**src/rtl/usr_pkg.sv**
```systemverilog
package usr_pkg;

    typedef enum logic [1:0] {
        MODE_HOLD = 2'b00,
        MODE_UP   = 2'b01,
        MODE_DN   = 2'b10,
        MODE_LOAD = 2'b11
    } shift_mode_e;

endpackage

```
**src/rtl/usr_next.sv**
```systemverilog
module usr_next
    import usr_pkg::*;
#(
    parameter int WIDTH     = 8,
    parameter bit SYNC_CLR  = 1'b0
) (
    input  logic [WIDTH-1:0] cur,
    input  shift_mode_e      mode,
    input  logic             ser_up,
    input  logic             ser_dn,
    input  logic [WIDTH-1:0] par_in,
    input  logic             clr_n,
    output logic [WIDTH-1:0] nxt
);

    localparam int TOP = WIDTH - 1;

    logic [WIDTH-1:0] up_val;
    logic [WIDTH-1:0] dn_val;

    // Shifted words are built bit by bit so each stage's source is explicit.
    for (genvar i = 0; i < WIDTH; i++) begin : g_stage
        if (i == 0) begin : g_lo
            assign up_val[i] = ser_up;
        end else begin : g_up
            assign up_val[i] = cur[i-1];
        end
        if (i == TOP) begin : g_hi
            assign dn_val[i] = ser_dn;
        end else begin : g_dn
            assign dn_val[i] = cur[i+1];
        end
    end

    always_comb begin
        unique case (mode)
            MODE_HOLD: nxt = cur;
            MODE_UP:   nxt = up_val;
            MODE_DN:   nxt = dn_val;
            MODE_LOAD: nxt = par_in;
            default:   nxt = cur;
        endcase
        // In the synchronous variant, clear wins over every mode at the edge.
        if (SYNC_CLR && !clr_n) begin
            nxt = '0;
        end
    end

endmodule

```
**src/rtl/usr_bus_drive.sv**
```systemverilog
module usr_bus_drive #(
    parameter int WIDTH = 8
) (
    input  logic [WIDTH-1:0] stages,
    input  logic             dis_a,
    input  logic             dis_b,
    input  logic             load_sel,
    output logic [WIDTH-1:0] bus_out,
    output logic             bus_oe,
    output logic             stage_lo,
    output logic             stage_hi
);

    logic drive;

    always_comb begin
        drive    = !(dis_a || dis_b || load_sel);
        bus_oe   = drive;
        bus_out  = drive ? stages : '0;
        stage_lo = stages[0];
        stage_hi = stages[WIDTH-1];
    end

endmodule

```
**src/rtl/univ_shift_reg.sv**
```systemverilog
module univ_shift_reg
    import usr_pkg::*;
#(
    parameter int WIDTH       = 8,
    parameter bit ASYNC_CLEAR = 1'b1
) (
    input  logic             clk,
    input  logic             clr_n,
    input  logic [1:0]       mode,
    input  logic             out_dis_a,
    input  logic             out_dis_b,
    input  logic             ser_up_in,
    input  logic             ser_dn_in,
    input  logic [WIDTH-1:0] bus_in,
    output logic [WIDTH-1:0] bus_out,
    output logic             bus_oe,
    output logic             stage_lo,
    output logic             stage_hi
);

    localparam bit SYNC_CLR = !ASYNC_CLEAR;

    typedef struct packed {
        logic [WIDTH-1:0] stages;
    } state_t;

    state_t      st_d;
    state_t      st_q;
    shift_mode_e mode_e;

    assign mode_e = shift_mode_e'(mode);

    usr_next #(
        .WIDTH    (WIDTH),
        .SYNC_CLR (SYNC_CLR)
    ) u_next (
        .cur    (st_q.stages),
        .mode   (mode_e),
        .ser_up (ser_up_in),
        .ser_dn (ser_dn_in),
        .par_in (bus_in),
        .clr_n  (clr_n),
        .nxt    (st_d.stages)
    );

    // The parameter picks the flop style: with or without the async clear.
    if (ASYNC_CLEAR) begin : g_async
        always_ff @(posedge clk or negedge clr_n) begin
            if (!clr_n) begin
                st_q <= '0;
            end else begin
                st_q <= st_d;
            end
        end
    end else begin : g_sync
        always_ff @(posedge clk) begin
            st_q <= st_d;
        end
    end

    usr_bus_drive #(
        .WIDTH (WIDTH)
    ) u_drive (
        .stages   (st_q.stages),
        .dis_a    (out_dis_a),
        .dis_b    (out_dis_b),
        .load_sel (mode_e == MODE_LOAD),
        .bus_out  (bus_out),
        .bus_oe   (bus_oe),
        .stage_lo (stage_lo),
        .stage_hi (stage_hi)
    );

    // ---------------- assertions ----------------
    a_r1_hold_keeps: assert property (@(posedge clk) disable iff (!clr_n)
        (clr_n && mode == 2'b00) |=> (bus_out == $past(bus_out) || !bus_oe)
                                     && stage_lo == $past(stage_lo)
                                     && stage_hi == $past(stage_hi));

    a_r2_shift_up: assert property (@(posedge clk) disable iff (!clr_n)
        (clr_n && mode == 2'b01) |=> stage_lo == $past(ser_up_in)
                                     && stage_hi == $past(st_q.stages[WIDTH-2]));

    a_r3_shift_dn: assert property (@(posedge clk) disable iff (!clr_n)
        (clr_n && mode == 2'b10) |=> stage_hi == $past(ser_dn_in)
                                     && stage_lo == $past(st_q.stages[1]));

    a_r4_load_capture: assert property (@(posedge clk) disable iff (!clr_n)
        (clr_n && mode == 2'b11) |=> st_q.stages == $past(bus_in));

    a_r5_load_releases: assert property (@(posedge clk) disable iff (!clr_n)
        (mode == 2'b11 || out_dis_a || out_dis_b) |-> (!bus_oe && bus_out == '0));

    if (ASYNC_CLEAR) begin : g_clr_chk
        a_r7_async_zero: assert property (@(posedge clk)
            !clr_n |-> (st_q.stages == '0 && !stage_lo && !stage_hi));
    end else begin : g_clr_chk
        a_r8_sync_zero: assert property (@(posedge clk)
            !clr_n |=> (st_q.stages == '0 && !stage_lo && !stage_hi));
    end

endmodule

```
**config.mk**
```make
export PLATFORM = sky130hd
export DESIGN_NAME = univ_shift_reg
export DESIGN_NICKNAME = d
export VERILOG_FILES = /design/src/rtl/usr_pkg.sv /design/src/rtl/usr_next.sv /design/src/rtl/usr_bus_drive.sv /design/src/rtl/univ_shift_reg.sv
export SDC_FILE = /design/constraint.sdc
export NUM_CORES = 1
export LEC_CHECK = 0
export ABC_AREA = 1
export BUFFER_PORTS_ARGS = -buffer_cell sky130_fd_sc_hd__buf_4
export CAP_MARGIN = 20
export CORE_AREA = 2 2 39 41
export CTS_CLUSTER_SIZE = 25
export DETAILED_ROUTE_END_ITERATION = 6
export DIE_AREA = 0 0 41 43
export PLACE_DENSITY = 0.85
export SYNTH_ARGS = -nofsm -noshare
export SYNTH_HDL_FRONTEND = slang
export SYNTH_SLANG_ARGS = --single-unit
```
**constraint.sdc**
```tcl
create_clock -name clk -period 2.07 [get_ports clk]
set_input_delay 0 -clock clk [delete_from_list [all_inputs] [get_ports clk]]
set_output_delay 0 -clock clk [all_outputs]
set_load 0.03 [all_outputs]
```
* Word-level counts from Yosys, hierarchy flattened
Index checks and enable logic that the tools add are counted.
** Storage, ports and cells
- Register bits :: 8
- Bits of input ports :: 16
- Logic and storage cells :: 10
** Operators by class
- Equal/unequal tests :: 3
- Mux-type cells :: 2
- Reductions and logical operators :: 4
** Operator list (number)
- $pmux W8 S3 :: 1
- $mux W8 :: 1
- $eq A2 B2 Y1 const B :: 2
- $eq A2 B1 Y1 const B :: 1
- $logic_not A2 Y1 :: 1
- $logic_or A1 B1 Y1 :: 2
- $logic_not A1 Y1 :: 1

* Depth between registers and ports, before layout
Gate-level depths: netlist (run 1).
- Word-level depth :: 3
- Mapped depth :: 6

* Cells and area by module
Synthesis (run 1) repeated with hierarchy kept, for this count alone.
** Unflattened totals
- Cell total of the unflattened synthesis :: 79
- Area total of the unflattened synthesis :: 564.3 um2
** By module, submodules not included
- usr_next :: instances 1, cells an instance 47, area each 264.0 um2, sequential area each 0.0 um2
- univ_shift_reg :: instances 1, cells an instance 10, area each 207.7 um2, sequential area each 200.2 um2
- usr_bus_drive :: instances 1, cells an instance 22, area each 92.6 um2, sequential area each 0.0 um2

* Least setup slack after synthesis (run 1)
OpenSTA, ideal clock, no wires.
- Path kind :: reg-to-output
- Start point :: register st_q[7] (netlist name)
- End point :: output bus_out[7]
- Arrival :: 1014 ps
- Data required time :: 2070 ps
- Setup slack :: 1056 ps
- Cell stages (with the launch flop) :: 3
- Path buffers :: 0
- Path through :: dfrtp_1 inv_1 nor2_1
** Between the ends
- Cells in the longest elaborated chain, start to end :: 1
** Ends and longest elaborated chain
- start, declared :: RTL line univ_shift_reg.sv:28 : state_t st_q;
- start signal, assigned :: RTL line univ_shift_reg.sv:52 : st_q <= st_d;
- $mux W8 :: RTL line usr_bus_drive.sv:19 : bus_out = drive ? stages : '0;
- end, declared :: RTL line univ_shift_reg.sv:15 : output logic [WIDTH-1:0] bus_out,
Every way passes these cells.

* Worst setup path after layout (run 1)
- Start point :: register st_q[6] (netlist name)
- End point :: output bus_out[6]
Same word-level chain as after synthesis.

==> summary.md, run 1 <==
| Metric | Value |
|---|---|
| Placement Rows | 14 |
| Initial Util | 0.425 |
| Synth Register Bits | 8 |
| Syn Inst Count | 93 |
| Layout Nets | 138 |
| Setup_tns | 0 ns |
| Startpoint Class | register |
| Top post-synthesis cells by area | dfrtp_1 (34%), nand2_1 (19%), nand3_1 (16%) |
| DR WL/cell | 10.3 um |
| RSZ-0062 raised after global routing | false |
| Register bank with the most flops | st_q |
| DIE AREA | 1760 um^2 |
| Status | finished, final reports clean |
| Clock tree buffer depth | 2 |
| Total gr overflow | 0 |
| Routability cong. | 0.851 |
| Largest net degree at the start of global routing | 20 |
| Max-cap violation count | 0 |
| GRT Resource Usage Total | 0.184 |
| Final hold viol count | 0 |
| Ant. Diodes | 0 |
| Minimum clock period | 0.968 ns |
| Layout cells sized above 1 | 0.275 |
| Starting DRT DRC Count | 11 |
| TritonRoute pass-1 iters | 4 |
| Synth Net Count | ~110 |
| IO Count | 27 |
| Die width | 41 um |
| CTS Root Cell | clkbuf_4 |
| WP data arrival | 0.97 ns |
| Fin crit share | 0.468 |
| CTS Buf Count | 3 |
| CP Class | register to output port |
| Largest regs | st_q: 8 flops |
| Slew HR | 0.863 |
| Max reg flops | 8 |
| Final wirelength | ~1400 um |
| Finish-stage setup viols | 0 |
| First-pass GRT wire length | 2180 um |
| Fmax | 1030 MHz |
| Core box area | about 1400 um^2 |
| Register area share after synthesis | 0.340 |
| Worst path required time | just over 2 ns |
| Via Count | 667 |
| Die Height | 43 um |
| Ys Warns | 0 |
| HP Class | primary input to register |
| Leading area contributor after synthesis | dfrtp_1 |
| Syn Area/Cell | approximately 6.3 um^2 |
| CP endpoint kind | output port |
| Clk_lat worst skew | 0.26 ns |
| Vias in the first global route | 550 |
| Max Fanout on Critical Path | 4 |
| Worst VDD drop | 0.366 mV |
| Slew Viols, Final | 0 |
| Post-DRT Antenna Nets | 0 |
| Power Density | 602 nW/um^2 |
| Top-area cell type share of the netlist area | 0.340 |
| Least-Margin Pin Slew | 0.205 ns |
| Leak | 0.470 nW |
| P&R area growth vs syn | 36.4% |
| CTS resizes | 0 |
| Port Buffer Count | 26 |
| Count of cell types in the netlist | 10 |
| Total power | 0.000482 W |
| FILL cells | 142 |
| Clock Skews | roughly 0.0016 ns |
| # DRC | 0 |
| CTS tree | built |
| Vias/cell | around 4.9 |
| Antenna violations before repair | 0 |
| Htree depth | 1 |
| Clk slew on worst S/H paths | 0.05 ns |
| Synthesized cell area | slightly below 600 um^2 |
| Clock sink total | 8 |
-- per-layer routing --
metal,GRT usage,wire [um],vias up
li1,-,-,340
met1,0.240,574,293
met2,0.266,678,31
met3,0.0366,117,3
met4,0.113,26,0
met5,0,0,-
-- area by class of cell --
type | count | area, um^2 | share of cell area
Sequential cell | 8 | 200 | 0.250
Timing Repair Buffer | 27 | 205 | 0.256
Tap cell | 16 | 20.0 | 0.0250
Multi-Input combinational cell | 67 | 298 | 0.371
Inverter | 15 | 56.3 | 0.0702
Clock buffer | 3 | 22.5 | 0.0281
-- final timing paths --
check,from,endpoint,slack [ns],cells after the start
worst max register to register,st_q[3]$_DFFE_PN0P_,st_q[2]$_DFFE_PN0P_,1.26,4
worst max-delay path,st_q[6]$_DFFE_PN0P_,bus_out[6],1.10,3
worst min register to register,st_q[4]$_DFFE_PN0P_,st_q[4]$_DFFE_PN0P_,0.51,2
worst min-delay path,ser_up_in,st_q[0]$_DFFE_PN0P_,0.06,5
min in group asynchronous,clr_n,st_q[6]$_DFFE_PN0P_,0.10,2
max in group asynchronous,clr_n,st_q[5]$_DFFE_PN0P_,1.84,2
-- through the flow --
step	hold WS [ns]	util	instances	cell area, um^2	setup WS, ns
after CTS	0.0572	0.580	136	802	1.09
after global routing	0.0816	0.580	136	802	1.02
after floorplan	-0.296	-	93	588	1.06
final	0.0582	0.580	136	802	1.10
after detailed placement	-0.173	0.556	132	769	1.29
after global placement	-0.177	0.556	132	769	1.29
-- critical path, cell delays in order, from the launching register on --
cell,delay (ns)
dfrtp_1,0.38
inv_1,0.06
nor2_1,0.10
buf_4,0.17
-- power breakdown --
part           internal [W]  total [W]  leakage [nW]  switching [W]
sequential         0.000180   0.000202        0.0992      0.0000228
clock             0.0000665   0.000123        0.0138      0.0000563
combinational     0.0000656   0.000157         0.357      0.0000916
total              0.000312   0.000482         0.470       0.000171
-- cell usage in the layout (no fill, tap or decap), drive strengths merged --
cell type	n
a21oi	2
buf	26
clkbuf	3
dfrtp	8
dlygate4sd3	1
inv	15
nand2	29
nand3	21
nor2	15
-- logic make-up (layout without fill, tap and decap cells) --
family                 Yosys count  after routing  share of synthesized area
flip-flops                       8              8                      0.340
AO/OA/AOI/OAI                    2              2                     0.0170
AND/OR/NAND/NOR                 65             65                      0.489
buffers and inverters           18             45                      0.153
-- synthesized netlist by cell type --
cell type / n
a21oi_1: 2
nor2_1: 14
inv_2: 1
dfrtp_1: 8
inv_1: 14
nand2_1: 29
buf_6: 3
nand3_1: 19
nand3_2: 2
nor2_4: 1
-- what timing repair did --
action	in CTS	in global routing
setup buffers	0	0
hold buffers	1	0
hold endpoints to repair	8	0
Power figures use the tool's default switching activity.
==> inputs of run 2 (changes only) <==
Settings changed: CORE_AREA 2 2 39 41 to unset, CORE_MARGIN set to 2, CORE_UTILIZATION set to 44, DIE_AREA 0 0 41 43 to unset.
Clock period 2.07 ns to 1 ns, I/O delays scaled along.
==> summary.md, run 2 (synthesized netlist as in run 1, its figures left out) <==
| Metric | Value |
|---|---|
| Status | finished, final reports clean |
| CP Class | register to output port |
| Antenna violations before repair | 0 (unchanged) |
| Max Fanout on Critical Path | 4 (unchanged) |
| Clock tree buffer depth | 2 (unchanged) |
| FILL cells | 110 (-23%) |
| Initial Util | 0.464 (+0.0386) |
| Hold Crit Start | ser_up_in |
| Critical Path, Cell by Cell | inv_1, nor2_1, buf_4 |
| Met1 global-route usage | 0.287 (+0.0467) |
| HP Class | primary input to register |
| Clock Skews | 0.00399 ns (+0.00238 ns) |
| CTS resizes | 0 (unchanged) |
| DR WL/cell | 12.0 um (+17%) |
| Leak | 0.520 nW (+11%) |
| Worst VDD drop | 0.919 mV (+150%) |
| R2R cell count | 5 (+1) |
| Post-DRT Antenna Nets | 0 (unchanged) |
| Core box area | 1270 um^2 (-8.3%) |
| Least-Margin Pin Slew | 0.232 ns (+0.0270 ns) |
| Max reg flops | 8 (unchanged) |
| Final wirelength | 1740 um (+24%) |
| Power Density | 1260 nW/um^2 (+110%) |
| Setup Slack @ Placement | 0.191 ns (-1.10 ns) |
| Met3 Usage GRT | 0.0167 (-0.0200) |
| Clk_lat worst skew | 0.26 ns (about the same) |
| GRT Resource Usage Total | 0.222 (+0.0383) |
| Final hold viol count | 0 (unchanged) |
| IO Count | 27 (unchanged) |
| Worst path slowest cell | dfrtp_1 |
| Vias/cell | 4.99 (+1.8%) |
| CTS tree | built |
| Fmax | 1020 MHz |
| Slew HR | 0.845 (-0.0180) |
| P&R area growth vs syn | 49.8% |
| Via Count | 724 (+8.5%) |
| Layout cells sized above 1 | 0.346 (+0.0712) |
| Flop-to-flop setup slack | 0.08 ns (-1.18 ns) |
| Largest regs | st_q: 8 flops |
| DIE AREA | 1650 um^2 (-6.7%) |
| CTS Root Cell | clkbuf_4 |
| # DRC | 0 (unchanged) |
| Startpoint Class | register |
| Crit path buf inv count | 2 (unchanged) |
| Placement Rows | 13 (-1) |
| Total gr overflow | 0 (unchanged) |
| RSZ-0062 raised after global routing | true |
| Htree depth | 1 (unchanged) |
| DPL Wire Length | ~1100 um |
| RR Startpoint | st_q[1]$_DFFE_PN0P_ |
| Total power | 0.00111 W (+130%) |
| Worst setup margin | 0.0191 ns (-1.08 ns) |
| Vias in the first global route | 567 (+3.1%) |
| Worst reg2reg path endpoint | st_q[2]$_DFFE_PN0P_ |
| Gr busiest metal | met2 |
| Fin crit share | 0.981 |
| CTS Buf Count | 3 (unchanged) |
| First-pass GRT wire length | 2370 um (+8.9%) |
| Storage element area | 200 um^2 (unchanged) |
| Clk slew on worst S/H paths | 0.06 ns (about the same) |
| TritonRoute pass-1 iters | 4 (unchanged) |
| Finish-stage setup viols | 0 (unchanged) |
| Port Buffer Count | 26 (unchanged) |
| Layout Nets | 148 (+7.2%) |
| CP max stage delay | 0.39 ns (about the same) |
| Worst path required time | 1.00 ns (-1.07 ns) |
| Starting DRT DRC Count | 18 (+7) |
| Hold path endpoint | st_q[0]$_DFFE_PN0P_ |
| Clock sink total | 8 (unchanged) |
| Register bank with the most flops | st_q |
| Routability cong. | 0.823 (-3.3%) |
| Minimum clock period | 0.981 ns |
| Largest net degree at the start of global routing | 20 (unchanged) |
| CP endpoint kind | output port |
| Hold Path Stages | 5 (unchanged) |
| Die width | 40.6 um (-1.1%) |
| Most common cell after layout, fill and taps aside | buf_4 |
| Die Height | 40.6 um (-5.7%) |
| WP data arrival | 0.98 ns (about the same) |
| Slew Viols, Final | 0 (unchanged) |
| Ant. Diodes | 0 (unchanged) |
| Critical path's top delay family | flip-flops |
| Area of the multi-input gates | 303 um^2 (+1.7%) |
| GR Util met2 | 0.373 (+0.107) |
| Most frequent cells in the layout | buf_4 (36), nand2_1 (29), nand3_1 (19) |
| Max-cap violation count | 0 (unchanged) |
==> run 2: cell count changes in the layout (fill, tap and decap cells not counted), sizes merged <==
cell / before / now
buf: 26 / 36
==> run 2: per-layer routing <==
metal | share of wire | vias up
met4 | 0.022 | 0
met2 | 0.53 | 32
li1 | - | 361
met3 | 0.078 | 5
met5 | 0 | -
met1 | 0.37 | 326
==> run 2: what timing repair did <==
item                                    CTS  global route
endpoints found under the hold margin     8             0
setup buffers                             0            10
endpoints found under the setup margin    0             7
hold buffers                              1             0
==> run 2: cell type report <==
cell class,count,share of cell area
sequential,8,0.227
timing repair buffer,37,0.318
multi-input combinational,67,0.344
inverter,15,0.0639
tap,15,0.0213
clock buffer,3,0.0256
==> run 2: how the worst max path moves through the flow <==
| stage | endpoint | cells past startpoint | from |
|---|---|---|---|
| 4_1_cts | bus_out[1] | 3 | st_q[1]$_DFFE_PN0P_ |
| 3_3_place_gp | bus_out[4] | 5 | mode[1] |
| 3_5_place_dp | bus_out[1] | 5 | mode[1] |
| 6_report | bus_out[6] | 3 | st_q[6]$_DFFE_PN0P_ |
| 5_1_grt | bus_out[6] | 3 | st_q[6]$_DFFE_PN0P_ |
| 2_1_floorplan | bus_out[7] | 2 | st_q[7]$_DFFE_PN0P_ |
==> run 2: through the flow <==
stage / utilization / instances / hold WS (ns) / instance area [um^2] / TNS [ns]
final: 0.694 / 145 / 0.0540 / 881 / 0
after global routing: 0.694 / 145 / 0.0696 / 881 / -0.0512
after CTS: 0.635 / 135 / 0.0506 / 806 / 0
after detailed placement: 0.609 / 131 / -0.173 / 773 / 0
after global placement: 0.609 / 131 / -0.173 / 773 / 0
after floorplan: - / 93 / -0.296 / 593 / 0
==> run 2: worst reg2reg max path, cell delays in order, from the launching register on <==
cell and delay (ns):
dfrtp_1 0.41, buf_4 0.15, nand2_1 0.06, nand3_1 0.08
nand2_1 0.06, nand2_1 0.05
==> run 2: power by group <==
part	internal (W)	switching (W)
Combinational	0.000204	0.000231
Sequential	0.000372	0.0000395
Clock	0.000138	0.000123
